===== src/rtl/fcd_pkg.sv =====
// Shared codes for the flash command decoder: mode encoding, command bytes, ID bytes.
package fcd_pkg;

    typedef enum logic [3:0] {
        MD_READ        = 4'd0,
        MD_ID          = 4'd1,
        MD_ERA_ARM     = 4'd2,
        MD_ERASING     = 4'd3,
        MD_ERA_VFY     = 4'd4,
        MD_PRG_ARM     = 4'd5,
        MD_PROGRAMMING = 4'd6,
        MD_PRG_VFY     = 4'd7,
        MD_RST_ARM     = 4'd8
    } mode_t;

    localparam logic [7:0] CMD_READ  = 8'h00;
    localparam logic [7:0] CMD_RESET = 8'hFF;
    localparam logic [7:0] CMD_ID_A  = 8'h80;
    localparam logic [7:0] CMD_ID_B  = 8'h90;
    localparam logic [7:0] CMD_ERASE = 8'h20;
    localparam logic [7:0] CMD_EVFY  = 8'hA0;
    localparam logic [7:0] CMD_PROG  = 8'h40;
    localparam logic [7:0] CMD_PVFY  = 8'hC0;

    localparam logic [7:0] ID_MAKER  = 8'h01;
    localparam logic [7:0] ID_DEVICE = 8'h2A;

endpackage


===== src/rtl/fcd_write_capture.sv =====
// Write-cycle capture.
// Turns the sampled strobes into a one-cycle write event carrying address and data.
// Assumes the strobes are already synchronous to clk. The address is held from the
// cycle the write condition starts (the later strobe fall). The data is taken in the
// cycle the condition ends (the earlier strobe rise).
module fcd_write_capture #(
    parameter int AW = 18
) (
    input  logic          clk,
    input  logic          rst_n,
    input  logic          hv_en,
    input  logic          ce_n,
    input  logic          oe_n,
    input  logic          we_n,
    input  logic [AW-1:0] addr,
    input  logic [7:0]    dq_in,
    output logic          wr_stb,
    output logic [AW-1:0] wr_addr,
    output logic [7:0]    wr_data
);

    logic          act;
    logic          act_q;
    logic [AW-1:0] addr_hold;

    // Write condition: both enables low, outputs off, high voltage present.
    assign act = hv_en & ~ce_n & ~we_n & oe_n;

    // Track the condition, hold the address at its start, emit the event at its end.
    always_ff @(posedge clk) begin
        if (!rst_n) begin
            act_q     <= 1'b0;
            addr_hold <= '0;
            wr_stb    <= 1'b0;
            wr_addr   <= '0;
            wr_data   <= '0;
        end else begin
            act_q  <= act;
            wr_stb <= 1'b0;
            if (act && !act_q) begin
                addr_hold <= addr;
            end
            if (!act && act_q && hv_en) begin
                wr_stb  <= 1'b1;
                wr_addr <= addr_hold;
                wr_data <= dq_in;
            end
        end
    end

endmodule


===== src/rtl/fcd_cmd_fsm.sv =====
// Command sequencer.
// Decodes write events into modes. It holds the verify address and the program
// address/data, and issues start and halt requests for the erase and program pulses.
// Assumes at most one write event per two cycles. A low hv_en forces read mode.
module fcd_cmd_fsm
    import fcd_pkg::*;
#(
    parameter int AW = 18
) (
    input  logic          clk,
    input  logic          rst_n,
    input  logic          hv_en,
    input  logic          wr_stb,
    input  logic [AW-1:0] wr_addr,
    input  logic [7:0]    wr_data,
    output mode_t         mode,
    output logic [AW-1:0] vfy_addr,
    output logic [AW-1:0] prog_addr,
    output logic [7:0]    prog_data,
    output logic          erase_go,
    output logic          erase_halt,
    output logic          prog_go,
    output logic          prog_halt
);

    mode_t         dec_mode;
    mode_t         nxt_mode;
    logic [AW-1:0] dec_vfy;
    logic [AW-1:0] nxt_vfy;
    logic [AW-1:0] nxt_pa;
    logic [7:0]    nxt_pd;
    logic          nxt_ego;
    logic          nxt_pgo;
    logic          nxt_ehalt;
    logic          nxt_phalt;

    // First-byte decode of the incoming data byte.
    always_comb begin
        dec_vfy = vfy_addr;
        case (wr_data)
            CMD_READ:           dec_mode = MD_READ;
            CMD_RESET:          dec_mode = MD_RST_ARM;
            CMD_ID_A, CMD_ID_B: dec_mode = MD_ID;
            CMD_ERASE:          dec_mode = MD_ERA_ARM;
            CMD_EVFY: begin
                dec_mode = MD_ERA_VFY;
                dec_vfy  = wr_addr;
            end
            CMD_PROG:           dec_mode = MD_PRG_ARM;
            CMD_PVFY: begin
                dec_mode = MD_PRG_VFY;
                dec_vfy  = prog_addr;
            end
            default:            dec_mode = MD_READ;
        endcase
    end

    // Next state: second bytes of armed sequences override the first-byte decode.
    always_comb begin
        nxt_mode  = mode;
        nxt_vfy   = vfy_addr;
        nxt_pa    = prog_addr;
        nxt_pd    = prog_data;
        nxt_ego   = 1'b0;
        nxt_pgo   = 1'b0;
        nxt_ehalt = wr_stb && (mode == MD_ERASING);
        nxt_phalt = wr_stb && (mode == MD_PROGRAMMING);
        if (wr_stb) begin
            nxt_mode = dec_mode;
            nxt_vfy  = dec_vfy;
            case (mode)
                MD_ERA_ARM: begin
                    if (wr_data == CMD_ERASE) begin
                        nxt_mode = MD_ERASING;
                        nxt_ego  = 1'b1;
                    end
                end
                MD_PRG_ARM: begin
                    nxt_mode = MD_PROGRAMMING;
                    nxt_vfy  = vfy_addr;
                    nxt_pa   = wr_addr;
                    nxt_pd   = wr_data;
                    nxt_pgo  = 1'b1;
                end
                MD_RST_ARM: begin
                    if (wr_data == CMD_RESET) begin
                        nxt_mode = MD_READ;
                    end
                end
                default: begin
                end
            endcase
        end
    end

    // State register; a low high-voltage enable holds read mode and drops requests.
    always_ff @(posedge clk) begin
        if (!rst_n) begin
            mode       <= MD_READ;
            vfy_addr   <= '0;
            prog_addr  <= '0;
            prog_data  <= '0;
            erase_go   <= 1'b0;
            erase_halt <= 1'b0;
            prog_go    <= 1'b0;
            prog_halt  <= 1'b0;
        end else if (!hv_en) begin
            mode       <= MD_READ;
            erase_go   <= 1'b0;
            erase_halt <= 1'b0;
            prog_go    <= 1'b0;
            prog_halt  <= 1'b0;
        end else begin
            mode       <= nxt_mode;
            vfy_addr   <= nxt_vfy;
            prog_addr  <= nxt_pa;
            prog_data  <= nxt_pd;
            erase_go   <= nxt_ego;
            erase_halt <= nxt_ehalt;
            prog_go    <= nxt_pgo;
            prog_halt  <= nxt_phalt;
        end
    end

endmodule


===== src/rtl/fcd_pulse_timer.sv =====
// Stop timer for one pulse.
// start raises busy. busy falls after CYC cycles or one cycle after halt, and the
// fall gives a one-cycle done. Assumes CYC >= 1.
module fcd_pulse_timer #(
    parameter int CYC = 1000
) (
    input  logic clk,
    input  logic rst_n,
    input  logic start,
    input  logic halt,
    output logic busy,
    output logic done
);

    localparam int CW = $clog2(CYC + 1);

    logic [CW-1:0] cnt;

    // Count busy cycles and end the pulse on halt or expiry.
    always_ff @(posedge clk) begin
        if (!rst_n) begin
            cnt  <= '0;
            busy <= 1'b0;
            done <= 1'b0;
        end else begin
            done <= 1'b0;
            if (start) begin
                busy <= 1'b1;
                cnt  <= '0;
            end else if (busy) begin
                if (halt || cnt == CW'(CYC - 1)) begin
                    busy <= 1'b0;
                    done <= 1'b1;
                end else begin
                    cnt <= cnt + 1'b1;
                end
            end
        end
    end

endmodule


===== src/rtl/flash_cmd_decoder.sv =====
// Flash command decoder top.
// Wires write capture, command sequencer and the two pulse timers, and forms the
// read path and the array port. Assumes mem_rdata is a combinational function of
// mem_addr. Reads are served in every mode, with or without high voltage.
module flash_cmd_decoder
    import fcd_pkg::*;
#(
    parameter int AW        = 18,
    parameter int ERASE_CYC = 1000,
    parameter int PROG_CYC  = 10
) (
    input  logic          clk,
    input  logic          rst_n,
    input  logic          hv_en,
    input  logic          ce_n,
    input  logic          oe_n,
    input  logic          we_n,
    input  logic [AW-1:0] addr,
    input  logic [7:0]    dq_in,
    output logic [7:0]    dq_out,
    output logic          dq_oe,
    output logic [3:0]    mode,
    output logic          erase_start,
    output logic          erase_stop,
    output logic          erase_busy,
    output logic          prog_start,
    output logic          prog_stop,
    output logic          prog_busy,
    output logic [AW-1:0] mem_addr,
    output logic [7:0]    mem_wdata,
    output logic          mem_we,
    input  logic [7:0]    mem_rdata
);

    logic          wr_stb;
    logic [AW-1:0] wr_addr;
    logic [7:0]    wr_data;
    mode_t         cur_mode;
    logic [AW-1:0] vfy_addr;
    logic [AW-1:0] prog_addr;
    logic [7:0]    prog_data;
    logic          erase_halt;
    logic          prog_halt;
    logic          in_verify;

    fcd_write_capture #(.AW(AW)) u_cap (
        .clk     (clk),
        .rst_n   (rst_n),
        .hv_en   (hv_en),
        .ce_n    (ce_n),
        .oe_n    (oe_n),
        .we_n    (we_n),
        .addr    (addr),
        .dq_in   (dq_in),
        .wr_stb  (wr_stb),
        .wr_addr (wr_addr),
        .wr_data (wr_data)
    );

    fcd_cmd_fsm #(.AW(AW)) u_fsm (
        .clk        (clk),
        .rst_n      (rst_n),
        .hv_en      (hv_en),
        .wr_stb     (wr_stb),
        .wr_addr    (wr_addr),
        .wr_data    (wr_data),
        .mode       (cur_mode),
        .vfy_addr   (vfy_addr),
        .prog_addr  (prog_addr),
        .prog_data  (prog_data),
        .erase_go   (erase_start),
        .erase_halt (erase_halt),
        .prog_go    (prog_start),
        .prog_halt  (prog_halt)
    );

    fcd_pulse_timer #(.CYC(ERASE_CYC)) u_erase_tmr (
        .clk   (clk),
        .rst_n (rst_n),
        .start (erase_start),
        .halt  (erase_halt | ~hv_en),
        .busy  (erase_busy),
        .done  (erase_stop)
    );

    fcd_pulse_timer #(.CYC(PROG_CYC)) u_prog_tmr (
        .clk   (clk),
        .rst_n (rst_n),
        .start (prog_start),
        .halt  (prog_halt | ~hv_en),
        .busy  (prog_busy),
        .done  (prog_stop)
    );

    // Array port: program writes take the latched address, verify modes the verify address.
    assign in_verify = (cur_mode == MD_ERA_VFY) || (cur_mode == MD_PRG_VFY);
    assign mem_we    = prog_start;
    assign mem_wdata = prog_data;
    assign mem_addr  = mem_we ? prog_addr : (in_verify ? vfy_addr : addr);

    // Read path: ID bytes in identification mode, array data otherwise.
    assign dq_oe  = ~ce_n & ~oe_n;
    assign dq_out = (cur_mode == MD_ID) ? (addr[0] ? ID_DEVICE : ID_MAKER) : mem_rdata;
    assign mode   = cur_mode;

endmodule


===== config.mk =====
export PLATFORM = sky130hd
export DESIGN_NAME = flash_cmd_decoder
export DESIGN_NICKNAME = d
export VERILOG_FILES = /design/src/rtl/fcd_pkg.sv /design/src/rtl/fcd_write_capture.sv /design/src/rtl/fcd_cmd_fsm.sv /design/src/rtl/fcd_pulse_timer.sv /design/src/rtl/flash_cmd_decoder.sv
export SDC_FILE = /design/constraint.sdc
export NUM_CORES = 1
export LEC_CHECK = 0
export ABC_AREA = 1
export BUFFER_PORTS_ARGS = -buffer_cell sky130_fd_sc_hd__buf_2
export CORE_MARGIN = 2
export CORE_UTILIZATION = 45
export CTS_CLUSTER_SIZE = 40
export DETAILED_ROUTE_END_ITERATION = 6
export GPL_ROUTABILITY_DRIVEN = 0
export PLACE_DENSITY = 0.71
export SLEW_MARGIN = 20
export SYNTH_ARGS = -nofsm -noshare
export SYNTH_HDL_FRONTEND = slang
export SYNTH_SLANG_ARGS = --single-unit
export TNS_END_PERCENT = 1

===== constraint.sdc =====
create_clock -name clk -period 2.4 [get_ports clk]
set_input_delay 0.36 -clock clk [delete_from_list [all_inputs] [get_ports clk]]
set_output_delay 0.36 -clock clk [all_outputs]
set_load 0.03 [all_outputs]

# Word-level counts from Yosys, hierarchy flattened
# Index checks and enable logic that the tools add are counted.
[op_classes]
add_sub_neg = 2
mul = 0
eq_ne = 17
order_cmp = 0
reduce_logical = 23
div = 0
n_mux = 20
bitwise = 16
shifts = 0
[ops]
columns = ["cell", "n"]
rows = [
  ["$eq A8 B8 Y1 const B", 5],
  ["$mux W18", 2],
  ["$pmux W18 S2", 1],
  ["$pmux W4 S6", 1],
  ["$eq A4 B3 Y1 const B", 4],
  ["$pmux W4 S3", 1],
  ["$mux W1", 11],
  ["$add A10 B1 Y10 const B", 1],
  ["$eq A10 B10 Y1 const B", 1],
  ["$not A1 Y1", 10],
  ["$eq A4 B2 Y1 const B", 2],
  ["$eq A4 B4 Y1 const B", 2],
  ["$eq A8 B6 Y1 const B", 1],
  ["$eq A8 B7 Y1 const B", 1],
  ["$mux W4", 2],
  ["$mux W8", 1],
  ["$reduce_and A4 Y1", 2],
  ["$mux W6", 1],
  ["$reduce_and A2 Y1", 3],
  ["$reduce_and A3 Y1", 2],
  ["$reduce_or A2 Y1", 3],
  ["$reduce_or A3 Y1", 2],
  ["$logic_and A1 B1 Y1", 5],
  ["$add A4 B1 Y4 const B", 1],
  ["6 further kinds", 13],
]
[word_totals]
output_inout_bits = 46
reg_bits = 116
ramBits = 0
memories = 0
mem_bits_ro = 0
latchBits = 0
input_bits = 40

# Logic depth before layout (Yosys ltp)
[logic_depth]
ltp_word = 8
ltp_mapped = 11

# Hierarchy
# From an unflattened synthesis, not the netlist that was laid out.
[hier_totals]
hier_cells = 983
hier_area_um2 = 6288.5
[modules_own_cells]
columns = ["module", "n_inst", "area_per_inst_um2", "cells_per_inst"]
rows = [
  ["fcd_cmd_fsm", 1, 2454.9, 354],
  ["fcd_write_capture", 1, 2092.0, 317],
  ["flash_cmd_decoder", 1, 767.0, 165],
  ["fcd_pulse_timer at u_erase_tmr", 1, 643.1, 98],
  ["fcd_pulse_timer at u_prog_tmr", 1, 331.6, 49],
]

# Worst setup path before layout
# No wires, ideal clock.
[synth_timing]
path_type = "register to output"
startpoint = "register u_fsm.mode[2]"
endpoint = "output port mem_addr[10]"
setup_slack_ps = 216
n_path_buf = 1
path_stages_with_launch = 8
arrival_ps = 1824
cell_sequence = "dfxtp_1 > inv_1 > nor2_2 > nand3_2 > clkbuf_1 > o21ai_0 > a21oi_1 > a21oi_1"
[synth_between]
elab_chain_cells = 4
[synth_lines]
columns = ["element", "line", "text"]
rows = [
  ["start: declaration", "fcd_cmd_fsm.sv:16", "output mode_t mode,"],
  ["start signal: assignment", "fcd_cmd_fsm.sv:114", "mode <= nxt_mode;"],
  ["$eq A4 B3 Y1", "flash_cmd_decoder.sv:96", "assign in_verify = (cur_mode == MD_ERA_VFY) || (cur_mode == MD_PRG_VFY);"],
  ["$logic_or A1 B1 Y1 *", "flash_cmd_decoder.sv:96", ""],
  ["$mux W18 * (2 in series)", "flash_cmd_decoder.sv:99", "assign mem_addr = mem_we ? prog_addr : (in_verify ? vfy_addr : addr);"],
  ["end: declaration", "flash_cmd_decoder.sv:29", "output logic [AW-1:0] mem_addr,"],
]
# Every way passes the cells marked *; elsewhere a longest branch is shown, timed or not.

# Worst setup path after layout
[layout_timing]
startpoint = "register u_fsm.mode[0]"
endpoint = "output port mem_addr[14]"
# Same word-level chain as after synthesis.

==> results.sh <==
export IMPL_status="completed"
export IMPL_max_freq_ghz=0.440
export IMPL_dieWidth_um=112
export IMPL_rr_worst_depth=6
export IMPL_netlist_area_um2=5220
export IMPL_syn_area_per_cell_um2=7.10
export IMPL_coreArea_um2=11400
export IMPL_path_clk_slew_ps=50
export IMPL_r2r_start="u_cap.wr_stb$_SDFF_PN0_"
export IMPL_placed_area_um2=5720
export IMPL_cts_sinks=116
export IMPL_synth_most_common_cell="nand2_1"
export IMPL_required_ps=2040
export IMPL_ys_async_sr_fraction_pct=0
export IMPL_worstSetupStartpoint="u_fsm.mode[0]$_SDFFE_PN0P_"
export IMPL_ys_ff_latch=116
export IMPL_cts_made_buffers=17
export IMPL_synth_flop_cell="dfxtp_1"
export IMPL_synth_nets=779
export IMPL_stdcell_area_um2=6370
export IMPL_cts_setup_buffers=0
export IMPL_cp_max_fo=22
export IMPL_slowest_stage="dfxtp_2"
export IMPL_slew_viol_final=0
export IMPL_p_leak_nw=2.71
export IMPL_drt_iter0_drc=285
export IMPL_vias_per_cell=5.00
export IMPL_clockBufferDepth=2
export IMPL_worstPathCellList="inv_1 > nand2_1 > nand3_4 > buf_8 > o21ai_0 > a21oi_1 > a21oi_1 > buf_4"
export IMPL_cap_violations=0
export IMPL_ios=86
export IMPL_fin_nets=853
export IMPL_h_tree_depth=4
export IMPL_cts_root_buf="clkbuf_16"
export IMPL_gr_total_overflow=0
export IMPL_layout_drive_gt1_share_pct=17.5
export IMPL_dp_worst_setup_slack_ps=406
export IMPL_syn_instance_count=736
export IMPL_ys_seq_area_share_pct=44.5
export IMPL_cp_data_arrival_time_ps=1910
export IMPL_wl_um=12200
export IMPL_hold_start="dq_in[1]"
export IMPL_cp_common_cell="a21oi_1"
export IMPL_area_growth_pct=22.1
export IMPL_io_buffers=85
export IMPL_rsz0062_at_grt="yes"
export IMPL_die_y_um=112
export IMPL_hold_class="input port to register"
export IMPL_start_util_pct=45.9
export IMPL_relSlewSlack_pct=58.7
export IMPL_end_kind="output pin"
export IMPL_synth_edf_count=0
export IMPL_cts_hold_buf=0
export IMPL_num_rows=39
export IMPL_vdd_ir_drop_max_v=0.000507
export IMPL_ys_types=33
export IMPL_r2r_end="u_fsm.prog_addr[2]$_SDFFE_PN0P_"
export IMPL_fin_crit_ps=2270
export IMPL_setup_worst_path_end="mem_addr[14]"
export IMPL_grt_max_degree=84
export IMPL_cts_tree="done"
export IMPL_hold_depth=3
export IMPL_yosys_warnings=0
export IMPL_dp_cells=934
export IMPL_synthTopCellsByCount="nand2_1, a21oi_1, dfxtp_1, o21ai_0, inv_1"
export IMPL_synth_top_area_share_pct=44.5
export IMPL_antenna_diode_count=0
export IMPL_fin_cells=965
export IMPL_hold_viol=0
export IMPL_r2r_setup_slack_ps=560
export IMPL_dieArea_um2=12500
export IMPL_fin_crit_sh_pct=94.8
export IMPL_insertion_delay_ps=410
export IMPL_setup_ws_ps=126
export IMPL_grt_antenna_before_repair=0
export IMPL_critPathLaunchType="register"
export IMPL_critical_path_class="register to output pin"
export IMPL_worstMarginPinSlew_ps=620
export IMPL_finalPower_w=0.00480
export IMPL_final_util_pct=56.1
export IMPL_finalSetupViolCount=0
export IMPL_synth_area_top_cells="dfxtp_1, a21oi_1, o21ai_0"
export IMPL_slowest_delay_ps=380
export IMPL_dp_hpwl_um=7830
export IMPL_routedWlPerCell_um=12.7
export IMPL_ant_nets=0
export IMPL_power_density_nw_per_um2=752
export IMPL_vias=4827
export IMPL_synth_top_area_cell="dfxtp_1"
export IMPL_dr_pass1_iters=6
export IMPL_detail_route_drc_violations=0
export IMPL_grt_pass1_wl_um=20300
export IMPL_grt_use_total_pct=20.0
export IMPL_clock_skew_ps=11.2
export IMPL_ctsResizeCount=2
export IMPL_grt_pass1_vias=4344
## critical path: cells and delay by family (launching register included)
| family | cells | cell delay [ps] |
|---|---|---|
| and+or+nand+nor | 2 | 270 |
| buffers and inverters | 3 | 460 |
| DFF | 1 | 380 |
| AOI/OAI and AO/OA | 3 | 400 |
## where the power goes
part	switching, W	total (W)	internal [W]	leakage [nW]
Clock	0.000857	0.00262	0.00176	0.309
Sequential	0.00000775	0.00195	0.00194	0.936
Combinational	0.000148	0.000226	0.0000775	1.47
## layer usage
metal  global-route usage [%]  part of all wire, %  up-vias
met4                     8.48                  1.5        0
met1                     26.4                   48     2143
met2                     31.2                   45      151
met5                        0                    0        -
li1                         -                    -     2518
met3                     5.12                  6.0       15
## cells in the final DEF, fill, tap and decap left out, drive strengths merged
cell type | netlist | final
dfxtp | 116 | 116
inv | 85 | 85
buf | 19 | 93
xnor2 | 3 | 3
clkinv | 3 | 8
nand3 | 22 | 22
clkbuf | 20 | 24
bufinv | 0 | 3
a21oi | 119 | 119
and3 | 1 | 1
o21a | 2 | 2
ha | 3 | 3
nor3 | 2 | 2
or2 | 1 | 1
o21ai | 103 | 103
xor2 | 4 | 4
o21bai | 1 | 1
nor2 | 88 | 88
nand2 | 139 | 139
nand3b | 1 | 1
nand4 | 2 | 2
nor4 | 2 | 2
## how the worst min path moves through the flow
stage,slack (ps),to
after floorplan,430,u_cap.addr_hold[0]$_SDFFE_PN0P_
after global placement,440,u_cap.addr_hold[15]$_SDFFE_PN0P_
after detailed placement,440,u_cap.wr_addr[2]$_SDFFE_PN0P_
after CTS,200,u_cap.wr_data[0]$_SDFFE_PN0P_
after global routing,220,u_cap.wr_data[2]$_SDFFE_PN0P_
final,210,u_cap.wr_data[1]$_SDFFE_PN0P_
## cells by family (layout without fill, tap and decap cells)
kind of cell / Yosys count / after routing / synth area share, %
and+or+nand+nor: 258 / 258 / 21.4
AOI/OAI and AO/OA: 225 / 225 / 21.7
buffers and inverters: 127 / 213 / 10.5
DFF: 116 / 116 / 44.5
xor gates and xnor gates: 7 / 7 / 1.17
adders and majority gates: 3 / 3 / 0.719
## sequential cells by signal (all words and copies together) (netlist names), 4 cells and up
register         flops
u_fsm.vfy_addr      18
u_prog_tmr.cnt       4
u_fsm.prog_data      8
u_cap.addr_hold     18
u_fsm.mode           4
u_erase_tmr.cnt     10
u_cap.wr_addr       18
u_fsm.prog_addr     18
u_cap.wr_data        8
## cell type report
type	count	area, um2
inverters	88	335
flip-flops and latches	116	2320
well taps	143	179
repair buffers	94	548
clock inverters	8	123
fillers	1059	4990
multi-input cells	493	2370
clock buffers	23	498
## per-stage QoR
step / hold slack, ps / TNS [ps]
detailed placement: 444 / 0
global route: 223 / -38.8
CTS: 199 / 0
finish: 210 / 0
global placement: 442 / 0
floorplan: 430 / 0
Power figures use the tool's default switching activity.
